**src/rtl/ecc_rom_pkg.sv**
```systemverilog
// Shared constants, types and code-construction functions for the ECC ROM
// fetch path. Assumes a 38-bit Hamming layout with check bits at
// power-of-two positions (1-based).
package ecc_rom_pkg;
    localparam int DATA_W  = 32;
    localparam int CHECK_W = 6;
    localparam int CODE_W  = DATA_W + CHECK_W;
    localparam int LANE_W  = 8;
    localparam int LANES   = DATA_W / LANE_W;
    localparam logic [31:0] FILL_MULT = 32'h9E37_79B1;

    typedef logic [CODE_W-1:0]  code_t;
    typedef logic [DATA_W-1:0]  word_t;
    typedef logic [CHECK_W-1:0] synd_t;

    // True when a 1-based position is a check-bit position.
    function automatic bit is_pow2(int p);
        return (p & (p - 1)) == 0;
    endfunction

    // 1-based codeword position of data bit i.
    function automatic int data_pos(int i);
        int seen;
        int result;
        seen   = 0;
        result = 0;
        for (int p = 1; p <= CODE_W; p++) begin
            if (!is_pow2(p)) begin
                if (seen == i) result = p;
                seen++;
            end
        end
        return result;
    endfunction

    // Stored word for codeword index w.
    function automatic word_t word_image(int w);
        logic [31:0] n;
        n = 32'(w) + 32'd1;
        return n * FILL_MULT;
    endfunction

    // Hamming encoder, used only to build the ROM image.
    function automatic code_t encode(word_t d);
        code_t cw;
        logic  par;
        cw = '0;
        for (int i = 0; i < DATA_W; i++) cw[data_pos(i)-1] = d[i];
        for (int c = 0; c < CHECK_W; c++) begin
            par = 1'b0;
            for (int p = 1; p <= CODE_W; p++)
                if (((p >> c) & 1) == 1 && !is_pow2(p)) par = par ^ cw[p-1];
            cw[(1 << c) - 1] = par;
        end
        return cw;
    endfunction
endpackage

```
**src/rtl/ecc_rom_store.sv**
```systemverilog
// Interleaved ROM array with a registered read port.
// Each row holds SLOTS codewords. Position p of slot j sits in column
// (p-1)*SLOTS + j. Built-in defects are applied by parameters.
// Assumes the defect columns lie inside the row.
module ecc_rom_store
    import ecc_rom_pkg::*;
#(
    parameter int ROW_AW    = 4,
    parameter int SLOTS     = 4,
    parameter int PAIR_ROW  = 3,
    parameter int PAIR_COL  = 10,
    parameter int SGL_ROW   = 5,
    parameter int SGL_COL   = 0,
    parameter int DBL_ROW   = 7,
    parameter int DBL_SLOT  = 2,
    parameter int DBL_POS_A = 7,
    parameter int DBL_POS_B = 32
) (
    input  logic                     clk,
    input  logic                     rst_n,
    input  logic                     rd_en_i,
    input  logic [ROW_AW-1:0]        row_i,
    output logic [CODE_W*SLOTS-1:0]  row_o
);
    localparam int ROWS  = 1 << ROW_AW;
    localparam int ROW_W = CODE_W * SLOTS;

    logic [ROW_W-1:0] image [ROWS];

    // Physical row r: interleaved codewords plus any built-in defects.
    function automatic logic [ROW_W-1:0] build_row(int r);
        logic [ROW_W-1:0] bits;
        code_t            cw;
        int               ca;
        int               cb;
        bits = '0;
        for (int j = 0; j < SLOTS; j++) begin
            cw = encode(word_image(r * SLOTS + j));
            for (int k = 0; k < CODE_W; k++) bits[k*SLOTS + j] = cw[k];
        end
        if (r == PAIR_ROW) begin
            bits[PAIR_COL]     = ~bits[PAIR_COL];
            bits[PAIR_COL + 1] = ~bits[PAIR_COL + 1];
        end
        if (r == SGL_ROW) bits[SGL_COL] = ~bits[SGL_COL];
        if (r == DBL_ROW) begin
            ca = (DBL_POS_A - 1) * SLOTS + DBL_SLOT;
            cb = (DBL_POS_B - 1) * SLOTS + DBL_SLOT;
            bits[ca] = ~bits[ca];
            bits[cb] = ~bits[cb];
        end
        return bits;
    endfunction

    // Fill the ROM image at elaboration.
    initial begin
        for (int r = 0; r < ROWS; r++) image[r] = build_row(r);
    end

    // Registered row read.
    always_ff @(posedge clk) begin
        if (!rst_n)       row_o <= '0;
        else if (rd_en_i) row_o <= image[row_i];
    end
endmodule

```
**src/rtl/ecc_cw_unscatter.sv**
```systemverilog
// Undoes the column interleave: picks one slot's 38 bits from a physical row.
// Purely combinational.
module ecc_cw_unscatter
    import ecc_rom_pkg::*;
#(
    parameter int SLOT_AW = 2,
    localparam int SLOTS  = 1 << SLOT_AW
) (
    input  logic [CODE_W*SLOTS-1:0] row_i,
    input  logic [SLOT_AW-1:0]      slot_i,
    output code_t                   cw_o
);
    code_t per_slot [SLOTS];

    for (genvar j = 0; j < SLOTS; j++) begin : g_slot
        for (genvar k = 0; k < CODE_W; k++) begin : g_bit
            assign per_slot[j][k] = row_i[k*SLOTS + j];
        end
    end

    assign cw_o = per_slot[slot_i];
endmodule

```
**src/rtl/ecc_hamming_fix.sv**
```systemverilog
// Syndrome decode and single-bit repair for a 38-bit codeword.
// In-range syndrome: flip that position. Out-of-range: pass raw data and flag.
module ecc_hamming_fix
    import ecc_rom_pkg::*;
(
    input  code_t cw_i,
    output word_t data_o,
    output logic  fixed_o,
    output logic  uncorr_o
);
    synd_t syn;
    code_t rep_cw;

    // Syndrome: XOR of positions of all set bits.
    always_comb begin
        syn = '0;
        for (int p = 1; p <= CODE_W; p++)
            if (cw_i[p-1]) syn = syn ^ synd_t'(p);
    end

    // Repair the addressed position when it lies inside the codeword.
    always_comb begin
        rep_cw   = cw_i;
        fixed_o  = 1'b0;
        uncorr_o = (syn != '0);
        for (int p = 1; p <= CODE_W; p++) begin
            if (int'(syn) == p) begin
                rep_cw[p-1] = ~cw_i[p-1];
                fixed_o     = 1'b1;
                uncorr_o    = 1'b0;
            end
        end
    end

    for (genvar i = 0; i < DATA_W; i++) begin : g_data
        localparam int POS = data_pos(i);
        assign data_o[i] = rep_cw[POS-1];
    end
endmodule

```
**src/rtl/ecc_byte_pick.sv**
```systemverilog
// Splits a 32-bit word into byte lanes and selects one.
module ecc_byte_pick
    import ecc_rom_pkg::*;
(
    input  word_t                    word_i,
    input  logic [$clog2(LANES)-1:0] lane_i,
    output logic [LANE_W-1:0]        byte_o
);
    logic [LANE_W-1:0] lanes [LANES];

    for (genvar n = 0; n < LANES; n++) begin : g_lane
        assign lanes[n] = word_i[n*LANE_W +: LANE_W];
    end

    assign byte_o = lanes[lane_i];
endmodule

```
**src/rtl/ecc_rom_fetch.sv**
```systemverilog
// Top: two-stage ECC ROM read. Stage 1 latches the physical row, slot and lane.
// Stage 2 unscatters, decodes, repairs, selects a byte and registers results.
// Assumes CW_AW > IL_AW and built-in defect locations inside the array.
module ecc_rom_fetch
    import ecc_rom_pkg::*;
#(
    parameter int CW_AW    = 6,
    parameter int IL_AW    = 2,
    parameter int PAIR_ROW = 3,
    parameter int PAIR_COL = 10,
    parameter int SGL_ROW  = 5,
    parameter int SGL_COL  = 0,
    parameter int DBL_ROW  = 7,
    parameter int DBL_SLOT = 2,
    localparam int ADDR_W  = CW_AW + 2
) (
    input  logic              clk,
    input  logic              rst_n,
    input  logic              rd_en,
    input  logic [ADDR_W-1:0] rd_addr,
    output logic              out_valid,
    output logic [7:0]        out_byte,
    output logic              out_fixed,
    output logic              out_uncorr
);
    localparam int ROW_AW = CW_AW - IL_AW;
    localparam int SLOTS  = 1 << IL_AW;
    localparam int ROW_W  = CODE_W * SLOTS;

    logic [ROW_W-1:0] row_q;
    logic [IL_AW-1:0] slot_q;
    logic [1:0]       lane_q;
    logic             v1;
    code_t            cw_w;
    word_t            word_w;
    logic             fix_w;
    logic             unc_w;
    logic [7:0]       byte_w;

    ecc_rom_store #(
        .ROW_AW(ROW_AW), .SLOTS(SLOTS),
        .PAIR_ROW(PAIR_ROW), .PAIR_COL(PAIR_COL),
        .SGL_ROW(SGL_ROW), .SGL_COL(SGL_COL),
        .DBL_ROW(DBL_ROW), .DBL_SLOT(DBL_SLOT),
        .DBL_POS_A(7), .DBL_POS_B(32)
    ) u_store (
        .clk(clk), .rst_n(rst_n), .rd_en_i(rd_en),
        .row_i(rd_addr[ADDR_W-1 -: ROW_AW]), .row_o(row_q)
    );

    // Stage 1 side-band: which slot and lane the latched row serves.
    always_ff @(posedge clk) begin
        if (!rst_n) begin
            v1     <= 1'b0;
            slot_q <= '0;
            lane_q <= '0;
        end else begin
            v1 <= rd_en;
            if (rd_en) begin
                slot_q <= rd_addr[2 +: IL_AW];
                lane_q <= rd_addr[1:0];
            end
        end
    end

    ecc_cw_unscatter #(.SLOT_AW(IL_AW)) u_unscatter (
        .row_i(row_q), .slot_i(slot_q), .cw_o(cw_w)
    );

    ecc_hamming_fix u_fix (
        .cw_i(cw_w), .data_o(word_w), .fixed_o(fix_w), .uncorr_o(unc_w)
    );

    ecc_byte_pick u_pick (
        .word_i(word_w), .lane_i(lane_q), .byte_o(byte_w)
    );

    // Stage 2: register the result; byte holds and flags clear when idle.
    always_ff @(posedge clk) begin
        if (!rst_n) begin
            out_valid  <= 1'b0;
            out_byte   <= '0;
            out_fixed  <= 1'b0;
            out_uncorr <= 1'b0;
        end else begin
            out_valid  <= v1;
            out_fixed  <= v1 & fix_w;
            out_uncorr <= v1 & unc_w;
            if (v1) out_byte <= byte_w;
        end
    end

    // each request yields a result two edges later
    p_read_lat_r1: assert property (@(posedge clk) disable iff (!rst_n)
        rd_en |=> ##1 out_valid);
    // no request, no result
    p_no_read_r1: assert property (@(posedge clk) disable iff (!rst_n)
        !rd_en |=> ##1 !out_valid);
    // idle output byte is held
    p_idle_hold_r9: assert property (@(posedge clk) disable iff (!rst_n)
        !out_valid |-> $stable(out_byte));
    // flags only accompany a valid result
    p_idle_flags_r9: assert property (@(posedge clk) disable iff (!rst_n)
        !out_valid |-> (!out_fixed && !out_uncorr));
    // repaired and uncorrectable are never reported together
    p_flag_excl_r6: assert property (@(posedge clk) disable iff (!rst_n)
        !(out_fixed && out_uncorr));
endmodule

```
**config.mk**
```make
export PLATFORM = sky130hd
export DESIGN_NAME = ecc_rom_fetch
export DESIGN_NICKNAME = d
export VERILOG_FILES = /design/src/rtl/ecc_rom_pkg.sv /design/src/rtl/ecc_rom_store.sv /design/src/rtl/ecc_cw_unscatter.sv /design/src/rtl/ecc_hamming_fix.sv /design/src/rtl/ecc_byte_pick.sv /design/src/rtl/ecc_rom_fetch.sv
export SDC_FILE = /design/constraint.sdc
export NUM_CORES = 1
export LEC_CHECK = 0
export ABC_CLOCK_PERIOD_IN_PS = 4800
export BUFFER_PORTS_ARGS = -buffer_cell sky130_fd_sc_hd__buf_2
export CAP_MARGIN = 20
export CORE_ASPECT_RATIO = 2
export CORE_UTILIZATION = 40
export DETAILED_ROUTE_END_ITERATION = 16
export HOLD_SLACK_MARGIN = 0.02
export PLACE_DENSITY = 0.57
export SLEW_MARGIN = 20
export SYNTH_ARGS = -nofsm -noshare
export SYNTH_HDL_FRONTEND = slang
export SYNTH_SLANG_ARGS = --single-unit
```
**constraint.sdc**
```tcl
create_clock -name clk -period 4.8 [get_ports clk]
set_input_delay 0.96 -clock clk [delete_from_list [all_inputs] [get_ports clk]]
set_output_delay 0.96 -clock clk [all_outputs]
set_load 0.005 [all_outputs]
```
==> results of run 1 <==
[cell usage in the layout, fill, tap and decap left out, types with 5 or more instances in the layout]
cell	instances
mux4_2	33
xnor2_1	49
o21ai_0	77
clkbuf_16	17
a21oi_1	105
dfxtp_1	143
buf_2	20
nand2_1	114
xnor2_2	9
xor2_1	28
nand2b_1	7
ha_1	14
nor3_2	5
o311ai_0	6
o211ai_1	22
xnor3_1	5
a311oi_1	13
inv_1	8
nor2_1	127
mux2i_1	23
nand3_1	25
a211oi_1	15
buf_4	27
o21bai_1	6
nor3_1	18
a31oi_1	22
[power groups by stage]
stage               sequential (uW)  combinational (uW)  clock [uW]
floorplan                      1350                1270           0
finish                         1360                1820        1400
global placement               1390                1790           0
global route                   1370                1930        1460
CTS                            1360                1780        1410
detailed placement             1390                1770           0
[sequential cells by signal (all words and copies together), names as in the netlist]
signal and cells:
out_uncorr 1, u_store.row_o 129, out_valid 1, lane_q 2, out_byte 8, out_fixed 1
slot_q 2, v1 1
[worst paths after layout]
path	from	endpoint	slack [ns]
max	slot_q[1]	out_byte[1]	0.40
min reg2reg	out_byte[7]	out_byte[7]	0.45
min	out_byte[7]	out_byte[7]	0.45
max reg2reg	slot_q[1]	out_byte[1]	0.40
[layer usage]
layer / vias up / global-route usage (%) / wire (um)
met2: 360 / 55.55 / 17680
met3: 136 / 5.334 / 1626
met1: 3889 / 30.19 / 11210
met4: 0 / 24.19 / 2861
li1: 3708 / - / -
met5: - / 0 / 0
[kinds of logic (layout without fill, tap and decap cells)]
| logic type | after synthesis | after routing | synth area share (%) |
|---|---|---|---|
| buffers and inverters | 103 | 95 | 5.183 |
| DFF | 145 | 145 | 32.85 |
| muxes | 59 | 59 | 11.40 |
| AOI/OAI and AO/OA | 310 | 310 | 21.51 |
| and+or+nand+nor | 323 | 323 | 15.96 |
| xor gates and xnor gates | 93 | 93 | 11.12 |
| adders and majority gates | 14 | 14 | 1.982 |
[critical path, stage by stage, from the launching register on]
cell and delay, ns:
dfxtp_2 0.65, buf_4 0.31, mux4_2 0.40, xnor2_1 0.49
xnor2_2 0.21, xnor3_1 0.55, nand2b_1 0.23, nor3b_1 0.46
o21ai_1 0.17, xnor2_1 0.15, mux4_2 0.45, mux2i_1 0.15
nor2_1 0.06
[through the flow]
step	hold slack, ns	power [uW]	setup slack (ns)	area, um2
4_1_cts	0.4606	4550	0.4004	9754
3_3_place_gp	0.4461	3175	0.4089	9151
5_1_grt	0.4779	4761	0.2215	9761
3_5_place_dp	0.4514	3153	0.4159	9151
6_report	0.4546	4586	0.3963	9761
2_1_floorplan	0.4198	2620	1.201	8836
[final cells by class]
class / instances / area [um2] / area share (%)
repair buffers: 51 / 382.9 / 3.923
well taps: 273 / 341.6 / 3.500
flip-flops and latches: 145 / 2905 / 29.77
multi-input cells: 799 / 5482 / 56.16
clock inverters: 12 / 156.4 / 1.602
clock buffers: 20 / 446.7 / 4.576
inverters: 12 / 46.29 / 0.4743
[what timing repair did]
action	in CTS	in global routing
endpoints found under the setup margin	0	1
hold buffers	0	0
resized for setup	0	1
==> results.yml, run 1 <==
run_status:
  status: "completed"
sta:
  worst_pin_slew_ns: 0.8597
  period_share_pct: 91.74
  period_needed_ns: 4.404
  setup_viol: 0
  setup_tns_ns: 0
  hold_viol: 0
  timing.fmax_mhz: 227.1
  rsz0062_at_grt: "no"
  relSlewSlack_pct: 42.08
  finalClockSkew_ns: 0.008947
  slew_viol_final: 0
flow_run:
  cap_viol_max_count: 0
setup_path:
  cp.arrival_ns: 4.72
  end_kind: "flop"
  r2r_cells: 12
  path_class: "reg -> reg"
  required_ns: 5.12
  path_max_fanout: 13
  worstSetupStartpointType: "flop"
power:
  pwr-share-clk_pct: 30.5
  leakage_uw: 0.003687
  p_switching_uw: 1769
  cellPowerDensity_nw_per_um2: 469.8
  seqPwrFrac_pct: 29.7
  vdd_drop_max_uv: 240.6
  power_switching_share_pct: 38.58
  power.internal_uw: 2817
  combPwrFrac_pct: 39.7
cells_and_area:
  num-fill-cells: 2132
  drive_above_1_share_pct: 13.96
  fin_cells: 1312
  nets: 1051
  syn_to_final_growth_pct: 10.46
  final_util_pct: 45.22
  antenna_cells: 0
detailed_routing:
  drt-total-wl_mm: 33.38
  vias: 8093
  viasPerCell: 6.168
  drtIter0Drc: 795
  drt-pass1-iter-count: 7
  detail_route.drc_violations: 0
  drtAntennaViolNets: 0
  wl_per_cell_um: 25.44
synth:
  ys_ff_latch: 145
  synthCells: 1047
  synth-edff-count: 0
  netlist_top_cells_count: "dfxtp_1, nor2_1, nand2_1"
  yosysWarningCount: 0
  synthMostInstantiatedCell: "dfxtp_1"
  yosys.area.top_type: "dfxtp_1"
  async_flop_share_pct: 0
  syn_nets: 1072
  yosys-top-cells-area: "dfxtp_1, mux4_2, a21oi_1"
  syn_area_um2: 8836
  synthFlopType: "dfxtp_1"
  ys_seq_area_share_pct: 32.85
  synth.avg_cell_area_um2: 8.439
  synth_top_area_share_pct: 32.85
  ys_types: 71
clock_network:
  cts_root_buf: "clkbuf_16"
  htreeDepth: 4
  cts_tree: "done"
  path_clk_slew_ns: 0.07
  cts.sinks: 145
  postCtsSetupBuffers: 0
  cts_made_buffers: 17
  clk_latency_ns: 0.44
  cts_buffer_depth: 2
grt:
  antenna_found_initial: 0
  grt_first_pass_wirelength_mm: 50.05
  gr-total-overflow: 0
  grt_max_degree: 94
  grt.total_usage_pct: 30.65
  grt_pass1_vias: 7895
placement:
  dp_hpwl_mm: 24.16
  dpl.cell_count: 1280
  place.port_buffers: 21
  gp_congestion: 0.9743
die:
  initial_core_util_pct: 40.93
  fp.coreArea_um2: 21590
  num_rows: 76
  fp.dieH_um: 212.2
  dieArea_um2: 22720
  die_x_um: 107.1
  io_pins: 22
min_path:
  hp-class: "reg -> reg"
  min_delay_path_depth: 2
(Power assumes the default switching activity.)
==> run 2, diff against run 1 <==
--- a/config.mk
+++ b/config.mk
@@ -9,10 +9,10 @@
 export BUFFER_PORTS_ARGS = -buffer_cell sky130_fd_sc_hd__buf_2
 export CAP_MARGIN = 20
 export CORE_ASPECT_RATIO = 2
-export CORE_UTILIZATION = 40
+export CORE_UTILIZATION = 63
 export DETAILED_ROUTE_END_ITERATION = 16
 export HOLD_SLACK_MARGIN = 0.02
-export PLACE_DENSITY = 0.57
+export PLACE_DENSITY = 0.82
 export SLEW_MARGIN = 20
 export SYNTH_ARGS = -nofsm -noshare
 export SYNTH_HDL_FRONTEND = slang
==> run 2 against run 1 <==
  * Sequential share of layout area grew 0.47 points
  * Sequential power barely moved
  * Clock-buffer cell count decreased by 1
  * Critical path depth unchanged
  * Sequential cell count unchanged
  * Wire length shrank 8.5%
  * Clock power decreased by 4%
  * Total power shrank 2.5%
  * Die area decreased by 36%
  * Highest routed layer unchanged
  * Design area is 1.5% lower
  * Largest cell class unchanged
==> results.yml, run 2 (synthesis results as in run 1) <==
sta:
  relSlewSlack_pct: 36.58
  period_needed_ns: 4.532
  hold_viol: 0
  worst_pin_slew_ns: 0.9513
  setup_viol: 0
  slew_viol_final: 0
  timing.fmax_mhz: 220.7
  period_share_pct: 94.42
  setup_tns_ns: 0
  finalClockSkew_ns: 0.01050
  rsz0062_at_grt: "no"
die:
  fp.dieH_um: 169.5
  fp.coreArea_um2: 13590
  die_x_um: 85.74
  initial_core_util_pct: 65.03
  dieArea_um2: 14530
  io_pins: 22
  num_rows: 60
grt:
  gr-total-overflow: 0
  antenna_found_initial: 0
  grt_max_degree: 114
  grt_pass1_vias: 8028
  grt.total_usage_pct: 43.84
  grt_first_pass_wirelength_mm: 46.54
setup_path:
  cp.arrival_ns: 4.88
  crit_chain: "buf_4, mux4_2, xor2_1, xnor3_1, xnor3_1, nand2_1, or3b_1, o21bai_1, xor2_1, a222oi_1, o211ai_1, a21oi_1"
  worst_path_largest_cell_delay_ns: 0.70
  slowest_stage: "dfxtp_2"
  required_ns: 5.15
  end_kind: "flop"
  path_class: "reg -> reg"
  path_max_fanout: 19
  worstSetupStartpointType: "flop"
clock_network:
  cts_made_buffers: 17
  clk_latency_ns: 0.43
  cts_buffer_depth: 2
  cts_hold_buf: 0
  ctsResizeCount: 0
  path_clk_slew_ns: 0.06
  htreeDepth: 4
  cts_root_buf: "clkbuf_16"
  postCtsSetupBuffers: 0
  cts.sinks: 145
  cts_tree: "done"
detailed_routing:
  drtIter0Drc: 1087
  vias: 8381
  wl_per_cell_um: 24.91
  drt-total-wl_mm: 30.55
  viasPerCell: 6.836
  drt-pass1-iter-count: 6
  drtAntennaViolNets: 0
  detail_route.drc_violations: 0
cells_and_area:
  drive_above_1_share_pct: 13.94
  antenna_cells: 0
  most-common-layout-cells: "dfxtp_1, nor2_1, nand2_1, a21oi_1, o21ai_0"
  layout_commonest_cell: "dfxtp_1"
  nets: 1052
  top_regs: "u_store.row_o x129, out_byte x8"
  seq_area_um2: 2905
  syn_to_final_growth_pct: 8.765
  regMostFlops: "u_store.row_o"
  multi_input_area_um2: 5475
  largest_reg_flops: 129
  final_util_pct: 70.73
  num-fill-cells: 1085
power:
  cellPowerDensity_nw_per_um2: 465.3
  leakage_uw: 0.003673
  vdd_drop_max_uv: 285.6
run_status:
  status: "completed"
placement:
  gp_congestion: 1.035
  place.port_buffers: 21
  dp_hpwl_mm: 21.95
min_path:
  hp-class: "reg -> reg"
flow_run:
  cap_viol_max_count: 0
run 2: path summary, 6_finish.rpt:
check / start / depth (start not counted) / slack, ns / end
worst min-delay path: out_byte[7] / 2 / 0.45 / out_byte[7]
worst max-delay path: slot_q[1] / 12 / 0.27 / out_byte[4]
worst max register to register: slot_q[1] / 12 / 0.27 / out_byte[4]
worst min register to register: out_byte[7] / 2 / 0.45 / out_byte[7]
run 2: metal layers:
layer | part of all wire, % | vias up | track usage, % | wire length [um]
li1 | - | 3730 | - | -
met2 | 51 | 579 | 76.28 | 15610
met5 | 0 | - | 0 | 0
met4 | 8.7 | 0 | 32.75 | 2648
met3 | 8.0 | 179 | 7.344 | 2436
met1 | 32 | 3893 | 46.73 | 9847
run 2: stage by stage:
step | instance area [um2] | power, uW | instances | setup WS [ns] | hold slack (ns)
CTS | 9610 | 4420 | 1226 | 0.3053 | 0.4541
global route | 9610 | 4615 | 1226 | 0.1063 | 0.4715
floorplan | 8836 | 2620 | 1047 | 1.201 | 0.4198
global placement | 9025 | 3121 | 1194 | 0.3591 | 0.4421
detailed placement | 9025 | 3103 | 1194 | 0.3640 | 0.4456
finish | 9610 | 4472 | 1226 | 0.2680 | 0.4515
run 2: layout make-up:
type | count | area share (%)
clock buffer | 19 | 4.505
clock inverter | 13 | 1.588
inverter | 12 | 0.4817
multi-input combinational | 799 | 56.97
sequential | 145 | 30.23
tap | 186 | 2.422
timing repair buffer | 52 | 3.802
run 2: power breakdown:
group	leakage [uW]	total, uW	internal, uW	switching, uW
Combinational	0.00219	1770	647	1120
Sequential	0.00120	1370	1300	74.2
Clock	0.000281	1340	777	560
run 2: worst max-delay path: cells and delay by family (launching register included):
family,cells,cell delay [ns]
compound gates,4,0.86
xor+xnor,4,1.43
buf+inv,1,0.23
flops,1,0.70
mux,1,0.55
simple gates,2,0.68
==> run 3, diff against run 2 <==
--- a/config.mk
+++ b/config.mk
@@ -9,10 +9,10 @@
 export BUFFER_PORTS_ARGS = -buffer_cell sky130_fd_sc_hd__buf_2
 export CAP_MARGIN = 20
 export CORE_ASPECT_RATIO = 2
-export CORE_UTILIZATION = 63
+export CORE_UTILIZATION = 49
 export DETAILED_ROUTE_END_ITERATION = 16
 export HOLD_SLACK_MARGIN = 0.02
-export PLACE_DENSITY = 0.82
+export PLACE_DENSITY = 0.67
 export SLEW_MARGIN = 20
 export SYNTH_ARGS = -nofsm -noshare
 export SYNTH_HDL_FRONTEND = slang
==> run 3 against run 2 <==
  * Critical path depth unchanged
  * Sequential power hardly changed
  * Non-clock buffer count rose by 1
  * Wire length up 2.1%
  * Total power decreased by 2.0%
==> results.yml, run 3 (synthesis results as in run 1) <==
detailed_routing:
  detail_route.drc_violations: 0
  vias: 8103
  drt-total-wl_mm: 31.18
  drtAntennaViolNets: 0
  drtIter0Drc: 730
  drt-pass1-iter-count: 8
  wl_per_cell_um: 24.89
  viasPerCell: 6.467
setup_path:
  path_max_fanout: 42
  slowest_stage: "mux4_2"
  end_kind: "flop"
  path_class: "reg -> reg"
  crit_chain: "buf_12, mux4_2, xor2_1, xnor2_1, xnor2_1, xor3_2, nor3_2, o21ai_0, xnor2_1, mux4_2, mux2i_1, nor2_1"
  required_ns: 5.11
  cp.arrival_ns: 4.63
  path_common_cell: "xnor2_1"
  worst_path_largest_cell_delay_ns: 0.58
  worstSetupStartpointType: "flop"
cells_and_area:
  syn_to_final_growth_pct: 8.468
  final_util_pct: 54.15
  most-common-layout-cells: "dfxtp_1, nor2_1, nand2_1, a21oi_1, o21ai_0"
  fin_cells: 1253
  largest_reg_flops: 129
  drive_above_1_share_pct: 13.65
  nets: 1053
  regMostFlops: "u_store.row_o"
  layout_commonest_cell: "dfxtp_1"
  fin_area_um2: 9584
  antenna_cells: 0
  top_regs: "u_store.row_o x129, out_byte x8"
sta:
  finalClockSkew_ns: 0.008646
  relSlewSlack_pct: 37.33
  hold_viol: 0
  rsz0062_at_grt: "no"
  period_needed_ns: 4.320
  timing.fmax_mhz: 231.5
  period_share_pct: 90.00
  setup_viol: 0
  worst_pin_slew_ns: 0.9366
  slew_viol_final: 0
  setup_tns_ns: 0
clock_network:
  cts.sinks: 145
  ctsResizeCount: 0
  clk_latency_ns: 0.43
  path_clk_slew_ns: 0.06
  cts_tree: "done"
  cts_hold_buf: 0
  cts_made_buffers: 17
  cts_buffer_depth: 2
  htreeDepth: 4
  postCtsSetupBuffers: 0
  cts_root_buf: "clkbuf_16"
flow_run:
  cap_viol_max_count: 0
die:
  die_x_um: 96.96
  dieArea_um2: 18610
  num_rows: 69
  initial_core_util_pct: 49.93
  fp.dieH_um: 191.9
  fp.coreArea_um2: 17700
  io_pins: 22
grt:
  gr-total-overflow: 0
  grt_pass1_vias: 8012
  grt_max_degree: 60
  grt_first_pass_wirelength_mm: 47.64
  antenna_found_initial: 0
  grt.total_usage_pct: 34.25
min_path:
  hp-class: "reg -> reg"
placement:
  dp_hpwl_mm: 22.55
  placed_area_um2: 9066
  place.port_buffers: 21
  dpl.cell_count: 1222
  gp_congestion: 1.025
power:
  p_switching_uw: 1703
  power.total_uw: 4382
  vdd_drop_max_uv: 231.8
  power.internal_uw: 2679
  seqPwrFrac_pct: 31.0
  combPwrFrac_pct: 41.4
  power_switching_share_pct: 38.87
  leakage_uw: 0.003648
  pwr-share-clk_pct: 27.7
  cellPowerDensity_nw_per_um2: 457.2
run_status:
  status: "completed"
-- run 3: through the flow --
step,worst slack [ns],hold slack (ns)
after global routing,0.3311,0.4809
after CTS,0.5145,0.4530
after floorplan,1.201,0.4198
final,0.4800,0.4527
after global placement,0.4627,0.4437
after detailed placement,0.4968,0.4447
-- run 3: area by class of cell --
cell class | count | area (um2)
clock buffers | 25 | 485.5
clock inverters | 6 | 32.53
fillers | 1704 | 8114
inverters | 12 | 46.29
multi-input cells | 799 | 5475
flip-flops and latches | 145 | 2905
well taps | 213 | 266.5
repair buffers | 53 | 372.9
-- run 3: worst paths after layout --
| check | from | to | slack (ns) | depth (start not counted) |
|---|---|---|---|---|
| worst max register to register | slot_q[0] | out_byte[1] | 0.48 | 12 |
| worst max-delay path | slot_q[0] | out_byte[1] | 0.48 | 12 |
| worst min-delay path | out_byte[7] | out_byte[7] | 0.45 | 2 |
| worst min register to register | out_byte[7] | out_byte[7] | 0.45 | 2 |
-- run 3: power by group through the flow --
stage / Combinational [uW] / Clock, uW / Sequential (uW)
floorplan: 1270 / 0 / 1350
global placement: 1800 / 0 / 1380
detailed placement: 1790 / 0 / 1380
CTS: 1790 / 1210 / 1360
global route: 1920 / 1260 / 1360
finish: 1810 / 1210 / 1360
-- run 3: metal layers --
layer / part of all wire [%] / GRT usage (%)
met1: 33 / 33.99
met2: 52 / 61.54
met3: 5.9 / 5.313
met4: 9.7 / 29.91
met5: 0 / 0
-- run 3: critical path: cells and delay by family, from the launching register on --
kind	cells	cell delay (ns)
AOI/OAI and AO/OA	1	0.21
muxes	3	1.16
buffers and inverters	1	0.27
DFF	1	0.34
and+or+nand+nor	2	0.53
xor gates and xnor gates	5	1.63
